==> config.mk <==
export PLATFORM = sky130hd
export DESIGN_NAME = rxchk_crc_serial
export DESIGN_NICKNAME = d
export VERILOG_FILES = /design/src/rtl/rxchk_pkg.sv /design/src/rtl/rxchk_crc_serial.sv
export SDC_FILE = /design/constraint.sdc
export NUM_CORES = 1
export LEC_CHECK = 0
export CAP_MARGIN = 20
export CORE_UTILIZATION = 51
export CTS_BUF_LIST = sky130_fd_sc_hd__clkbuf_8
export CTS_CLUSTER_SIZE = 20
export DETAILED_ROUTE_END_ITERATION = 7
export PLACE_DENSITY = 0.82
export SETUP_SLACK_MARGIN = 0.15
export SKIP_CTS_REPAIR_TIMING = 1
export SYNTH_ARGS = -nofsm -noshare
export SYNTH_HDL_FRONTEND = slang
export SYNTH_SLANG_ARGS = --single-unit
export TNS_END_PERCENT = 50
==> constraint.sdc <==
create_clock -name clk -period 1.9 [get_ports clk]
set_clock_uncertainty 0.2 [all_clocks]
set_input_delay 0.38 -clock clk [delete_from_list [all_inputs] [get_ports clk]]
set_output_delay 0.38 -clock clk [all_outputs]
set_load 0.02 [all_outputs]
==> src/rtl/rxchk_pkg.sv <==
package rxchk_pkg;
    // Reflected CRC-32 generator and the constant it leaves on an intact frame
    localparam logic [31:0] CRC_POLY_REFL  = 32'hEDB88320;
    localparam logic [31:0] CRC_PRESET     = 32'hFFFF_FFFF;
    localparam logic [31:0] CRC_GOOD_RESID = 32'hDEBB20E3;

    // One serial LSB-first step of the reflected CRC
    function automatic logic [31:0] crc_step(input logic [31:0] c, input logic b);
        logic fb;
        logic [31:0] n;
        fb = c[0] ^ b;
        n  = c >> 1;
        if (fb) n = n ^ CRC_POLY_REFL;
        return n;
    endfunction
endpackage

==> src/rtl/rxchk_crc_serial.sv <==
module rxchk_crc_serial
    import rxchk_pkg::*;
(
    input  logic        clk,
    input  logic        rst_n,
    input  logic        start,
    input  logic        bit_en,
    input  logic        bit_in,
    output logic [31:0] crc_next
);
    logic [31:0] crc_d, crc_q;

    always_comb begin
        crc_d = crc_q;
        if (bit_en) begin
            crc_d = crc_step(start ? CRC_PRESET : crc_q, bit_in);
        end
    end

    always_ff @(posedge clk or negedge rst_n) begin
        if (!rst_n) crc_q <= CRC_PRESET;
        else        crc_q <= crc_d;
    end

    assign crc_next = crc_d;
endmodule

==> results of run 1 <==
worst min-delay path by stage:
stage / from / end / slack (ns) / depth (start not counted)
2_1_floorplan: rst_n / crc_q[0]$_DFF_PN1_ / 0.03 / 0
3_3_place_gp: crc_q[8]$_DFF_PN1_ / crc_q[8]$_DFF_PN1_ / 0.31 / 2
3_5_place_dp: crc_q[21]$_DFF_PN1_ / crc_q[21]$_DFF_PN1_ / 0.32 / 2
4_1_cts: crc_q[21]$_DFF_PN1_ / crc_q[21]$_DFF_PN1_ / 0.34 / 2
5_1_grt: crc_q[21]$_DFF_PN1_ / crc_q[21]$_DFF_PN1_ / 0.35 / 2
6_report: crc_q[21]$_DFF_PN1_ / crc_q[21]$_DFF_PN1_ / 0.33 / 2
power by group through the flow:
stage / combinational, W / clock, W / sequential, W
6_report: 0.000631 / 0.000509 / 0.000888
5_1_grt: 0.000665 / 0.000557 / 0.000897
4_1_cts: 0.000600 / 0.000516 / 0.000881
3_5_place_dp: 0.000593 / 0 / 0.000891
3_3_place_gp: 0.000582 / 0 / 0.000882
2_1_floorplan: 0.000333 / 0 / 0.000873
worst max-delay path: stages:
cell and delay (ns):
clkdlybuf4s50_1 0.48, and2_4 0.21, buf_4 0.15, mux2i_2 0.18
nand3_2 0.13, buf_6 0.15
metal layers:
metal,GRT usage,vias to the layer above
met5,0,-
met4,0.06272,0
met3,0.07483,5
met2,0.3798,24
met1,0.3066,554
li1,-,538
placed cells by master, fill, tap and decap left out:
cell / synthesis / final
and2_4: 1 / 1
buf_12: 1 / 3
buf_2: 1 / 4
buf_4: 1 / 31
buf_6: 5 / 20
clkbuf_2: 0 / 3
clkbuf_8: 0 / 5
clkdlybuf4s50_1: 0 / 2
clkinv_2: 0 / 2
clkinv_4: 0 / 1
dfstp_2: 32 / 32
mux2_2: 1 / 1
mux2i_1: 13 / 11
mux2i_2: 0 / 2
nand2_4: 0 / 1
nand2b_1: 14 / 13
nand2b_4: 0 / 1
nand3_1: 13 / 4
nand3_2: 0 / 9
nor2_1: 1 / 1
nor3b_4: 1 / 1
o22a_1: 17 / 17
o22a_2: 1 / 1
xnor2_1: 14 / 10
xnor2_2: 0 / 4
per-stage QoR:
stage / hold WS [ns] / total power (W)
after global placement: 0.3127 / 0.001464
after floorplan: 0.03216 / 0.001205
after detailed placement: 0.3248 / 0.001484
after global routing: 0.3542 / 0.002119
final: 0.3322 / 0.002028
after CTS: 0.3368 / 0.001997
Yosys cell counts (3+ instances only):
| master | count |
|---|---|
| xnor2_1 | 14 |
| mux2i_1 | 13 |
| dfstp_2 | 32 |
| buf_6 | 5 |
| o22a_1 | 17 |
| nand2b_1 | 14 |
| nand3_1 | 13 |
| clkbuf_1 | 3 |
cells by family after synthesis:
logic type / share of synthesized area
flip-flops: 0.5411
multiplexers: 0.09098
XOR/XNOR: 0.07891
AND/OR/NAND/NOR: 0.1224
buffers and inverters: 0.06441
AO/OA/AOI/OAI: 0.1023
final cells by class:
type | count | area (µm²) | share of cell area
Multi-Input combinational cell | 77 | 708.2 | 0.3150
Sequential cell | 32 | 840.8 | 0.3740
Clock inverter | 3 | 18.77 | 0.008347
Timing Repair Buffer | 63 | 573.1 | 0.2549
Tap cell | 31 | 38.79 | 0.01725
Clock buffer | 5 | 68.82 | 0.03061
==> reports/qor.csv, run 1 <==
stage,metric,value,unit
synthesis,synthesis.nets,125,
pwr,p_int,0.001403,W
timing,fin_crit_sh,1.195,
setup_path,path_max_fanout,5,
detailed_routing,met2_length,1932,µm
floorplanning,die_y,57.20,µm
placement,dp_hpwl,2405,µm
setup_path,reg2reg_to,crc_q[19]$_DFF_PN1_,
pwr,sequentialPowerShare,0.438,
layout,post-route-cell-area,2248,µm²
clocking,clk_pin_slew,0.07,ns
global_route,grtUsageTotal,0.2344,
synthesis,synth_top_cell_by_area,dfstp_2,
layout,fin_nets,184,
synthesis,syn_inst,120,
global_route,gr-total-overflow,0,
min_path,hold_path.class,reg2reg,
status,failed_checks,negative setup slack,
synthesis,synth-seq-cells,32,
synthesis,syn_area_per_cell,12.95,µm²
layout,diodes,0,
setup_path,cp-start-kind,primary input,
placement,place.gp.congestion,0.7574,
synthesis,synth-seq-area-share,0.5411,
layout,largest_reg_flops,32,
detailed_routing,route.top_layer_used,met4,
job,cap_viol_max_count,0,
synthesis,netlist_area,1554,µm²
layout,reg_top3,crc_q: 32 flops,
floorplanning,initial_utilization,0.5493,
detailed_routing,drc,0,
pwr,pwr-share-clk,0.251,
setup_path,crit_required,1.32,ns
clocking,cts_buffers,5,
clocking,cts_tree,built,
layout,drive_above_1_share,0.6778,
global_route,grt_max_degree,33,
floorplanning,pin_count,37,
clocking,cts_root_buffer,clkbuf_8,
setup_path,crit_path_start,bit_in,
timing,fmax,440.3,MHz
floorplanning,dieWidth,57.20,µm
timing,setup_tns,-4.641,ns
placement,port_buffers,36,
timing,hold_viol,0,
detailed_routing,met1Wirelength,1597,µm
detailed_routing,firstDrtPassIters,4,
layout,top_register,crc_q,
floorplanning,coreArea,2829,µm²
floorplanning,dieArea,3272,µm²
clocking,cts_num_sinks,32,
timing,report.final.slew_viol_count,0,
timing,maxSlewHeadroom,0.7296,
setup_path,cp.arrival,1.69,ns
floorplanning,rows,19,
timing,rsz0062_at_grt,true,
placement,postPlaceCellArea,2101,µm²
setup_path,crit_path_end,crc_next[29],
detailed_routing,met3_wirelength,151,µm
detailed_routing,viasPerCell,5.313,
synthesis,synth_area_leaders,"dfstp_2 (54%), o22a_1 (9.6%), mux2i_1 (8.4%), xnor2_1 (7.9%), nand2b_1 (5.6%)",
setup_path,reg2reg_depth,5,
pwr,switchingPower,0.0006255,W
synthesis,synth_edf_count,0,
placement,place_ws,-0.8655,ns
pwr,combPwrFrac,0.311,
layout,final_util,0.7948,
global_route,antenna_found_initial,0,
timing,layout_setup_ws,-0.3713,ns
clocking,cts_buffer_depth,2,
pwr,p_per_area,902.1,nW/µm²
synthesis,synthArstFlopShare,1.000,
detailed_routing,drt_iter0_drc,27,
layout,n_fill_cell,164,
synthesis,ys_warn_count,0,
placement,dp_cells,198,
detailed_routing,vias,1121,
synthesis,ys_types,17,
timing,setup_violations,14,
clocking,clk-insertion-delay-late,0.28,ns
setup_path,path_class,in2out,
synthesis,synth_flop_cell,dfstp_2,
pwr,max-vdd-ir-drop,0.0007366,V
setup_path,r2r-start,crc_q[0]$_DFF_PN1_,
global_route,grt_pass1_vias,1161,
layout,syn_to_final_growth,44.69,%
timing,tightest_slew,0.4055,ns
timing,fin_crit,2.271,ns
detailed_routing,routed_wl,3711,µm
setup_path,r2r_slack,0.26,ns
detailed_routing,post_drt_wl_per_cell,17.59,µm
clocking,h-tree-depth,2,
status,outcome,"complete, but fails checks",
synthesis,yosys.area.top_type_share,0.5411,
layout,final_cells,211,
global_route,grt_pass1_wl,5616,µm
detailed_routing,final_antenna_net_count,0,
pwr,p_leak,1.029,nW
setup_path,cp-end-kind,primary output,
pwr,p_sw_frac,0.3084,
(Power assumes the default switching activity.)
==> run 2, diff against run 1 <==
--- a/config.mk
+++ b/config.mk
@@ -11,7 +11,7 @@
 export CTS_CLUSTER_SIZE = 20
 export DETAILED_ROUTE_END_ITERATION = 7
 export PLACE_DENSITY = 0.82
-export SETUP_SLACK_MARGIN = 0.15
+export SETUP_SLACK_MARGIN = 0.05
 export SKIP_CTS_REPAIR_TIMING = 1
 export SYNTH_ARGS = -nofsm -noshare
 export SYNTH_HDL_FRONTEND = slang
==> reports/qor.csv, run 2 (synthesized netlist as in run 1, its figures left out) <==
stage,metric,value,unit,change
job,cap_viol_max_count,0,,unchanged
detailed_routing,firstDrtPassIters,6,,+2
detailed_routing,viasPerCell,5.483,,+3.2%
timing,report.final.slew_viol_count,0,,unchanged
pwr,max-vdd-ir-drop,0.0007452,V,+1.2%
placement,place.gp.congestion,0.8558,,+13%
layout,diodes,0,,unchanged
setup_path,crit_required,1.32,ns,about the same
floorplanning,dieArea,3272,µm²,unchanged
setup_path,cp-end-kind,primary output,,
placement,dp_hpwl,2214,µm,-7.9%
setup_path,crit_cells,5,,-1
clocking,cts_buffer_depth,2,,unchanged
detailed_routing,routed_wl,3463,µm,-6.7%
placement,dp_cells,195,,-1.5%
layout,n_fill_cell,162,,-1.2%
setup_path,path_max_fanout,9,,+4
status,outcome,"complete, but fails checks",,
floorplanning,pin_count,37,,unchanged
clocking,cts_buffers,5,,unchanged
detailed_routing,drc,2,,+2
timing,rsz0062_at_grt,true,,
setup_path,cp-start-kind,flip-flop,,
floorplanning,initial_utilization,0.5493,,unchanged
timing,fmax,441.5,MHz,+0.27%
setup_path,reg2reg_depth,6,,+1
layout,final_cells,207,,-1.9%
min_path,min_from,crc_q[15]$_DFF_PN1_,,
floorplanning,coreArea,2829,µm²,unchanged
timing,layout_setup_ws,-0.3652,ns,+0.006104 ns
global_route,gr-total-overflow,0,,unchanged
setup_path,critPathBufInv,2,,-1
global_route,grt_max_degree,33,,unchanged
min_path,hold_path.class,reg2reg,,
layout,final_common_cell,dfstp_2,,
setup_path,r2r_slack,0.14,ns,-0.12 ns
setup_path,slowest_delay,0.57,ns,+0.09 ns
min_path,min_to,crc_q[15]$_DFF_PN1_,,
setup_path,crit_family,flip-flops,,
timing,setup_violations,14,,unchanged
layout,largest_reg_flops,32,,unchanged
detailed_routing,post_drt_wl_per_cell,16.73,µm,-4.9%
layout,drive_above_1_share,0.6364,,-0.04141
clocking,cts_tree,built,,
timing,hold_viol,0,,unchanged
timing,whs,0.3344,ns,+0.002233 ns
timing,fin_crit,2.265,ns,-0.006104 ns
layout,final_cell_mix,"dfstp_2 (32), buf_4 (19), clkbuf_2 (18)",,
floorplanning,dieWidth,57.20,µm,unchanged
global_route,antenna_found_initial,0,,unchanged
setup_path,cp_cell_sequence,buf_12 > xnor2_1 > mux2i_2 > nand3_2 > clkbuf_2,,
clocking,clk_pin_slew,0.06,ns,about the same
pwr,p_per_area,995.4,nW/µm²,+10%
timing,setup_tns,-4.664,ns,-0.02335 ns
timing,maxSlewHeadroom,0.7426,,+0.01291
pwr,p_leak,1.014,nW,-1.4%
setup_path,reg2reg_to,crc_q[5]$_DFF_PN1_,,
global_route,grt_pass1_vias,1199,,+3.3%
setup_path,cpMaxStageDelayCell,dfstp_2,,
clocking,cts_root_buffer,clkbuf_8,,
clocking,clk-insertion-delay-late,0.28,ns,about the same
layout,fin_nets,180,,-2.2%
detailed_routing,vias,1135,,+1.2%
placement,port_buffers,36,,unchanged
floorplanning,die_y,57.20,µm,unchanged
timing,tightest_slew,0.3862,ns,-0.01937 ns
setup_path,path_class,reg2out,,
global_route,grtUsageTotal,0.2248,,-0.009607
global_route,grt_pass1_wl,5423,µm,-3.4%
setup_path,cp.arrival,1.69,ns,about the same
layout,syn_to_final_growth,42.67,%,
detailed_routing,drt_iter0_drc,23,,-15%
layout,reg_top3,crc_q: 32 flops,,
clocking,h-tree-depth,2,,unchanged
layout,post-route-cell-area,2217,µm²,-1.4%
setup_path,r2r-start,crc_q[0]$_DFF_PN1_,,
placement,postPlaceCellArea,2066,µm²,-1.7%
detailed_routing,final_antenna_net_count,0,,unchanged
min_path,min_delay_path_depth,2,,unchanged
status,failed_checks,"design-rule violations, negative setup slack",,
clocking,cts_num_sinks,32,,unchanged
floorplanning,rows,19,,unchanged
layout,top_register,crc_q,,
timing,fin_crit_sh,1.192,,-0.003213
==> run 2: cell count changes in the layout (fill, tap and decap cells not counted), sizes merged <==
cell           delta
clkdlybuf4s50     -1
clkbuf           +17
bufinv            +1
dlymetal6s2s      +5
buf              -23
clkinv            -3
==> run 2: worst reg2reg max path, cell delays in order (launching register included) <==
cell and delay (ns):
dfstp_2 0.57, buf_6 0.15, xnor2_2 0.13, mux2i_2 0.24, nand3_1 0.13, buf_4 0.16
buf_4 0.12
==> run 2: how the worst max path moves through the flow <==
stage	startpoint	to	slack (ns)
final	crc_q[0]$_DFF_PN1_	crc_next[20]	-0.37
after global routing	crc_q[0]$_DFF_PN1_	crc_next[20]	-0.45
after CTS	bit_in	crc_next[29]	-0.85
after detailed placement	bit_in	crc_next[5]	-0.82
after global placement	bit_in	crc_next[29]	-0.80
after floorplan	crc_q[0]$_DFF_PN1_	crc_next[23]	0.03
==> run 2: cell type report <==
cell class	count	area, µm²	area share
flip-flops and latches	32	840.8	0.3792
repair buffers	59	514.2	0.2319
well taps	31	38.79	0.01749
multi-input cells	77	696.9	0.3143
clock inverters	1	30.03	0.01354
clock buffers	7	96.34	0.04345
==> run 2: per-stage QoR <==
step / setup slack [ns] / util / total power [W]
after CTS: -0.8523 / 0.7749 / 0.002210
final: -0.3652 / 0.7837 / 0.002207
after floorplan: 0.02966 / - / 0.001197
after global routing: -0.4478 / 0.7837 / 0.002284
after global placement: -0.7990 / 0.7302 / 0.001465
after detailed placement: -0.8242 / 0.7302 / 0.001477
==> run 2: routing by layer <==
layer,vias up,GRT usage,share of wire
met2,25,0.3664,0.50
met5,-,0,0
li1,532,-,-
met1,570,0.2722,0.44
met4,0,0.1185,0.020
met3,8,0.06349,0.037
==> run 2: where the power goes <==
group / leakage [nW] / internal, W / switching, W
clock: 0.0645 / 0.000463 / 0.000256
combinational: 0.613 / 0.000303 / 0.000298
sequential: 0.337 / 0.000826 / 0.0000614
total: 1.01 / 0.00159 / 0.000615
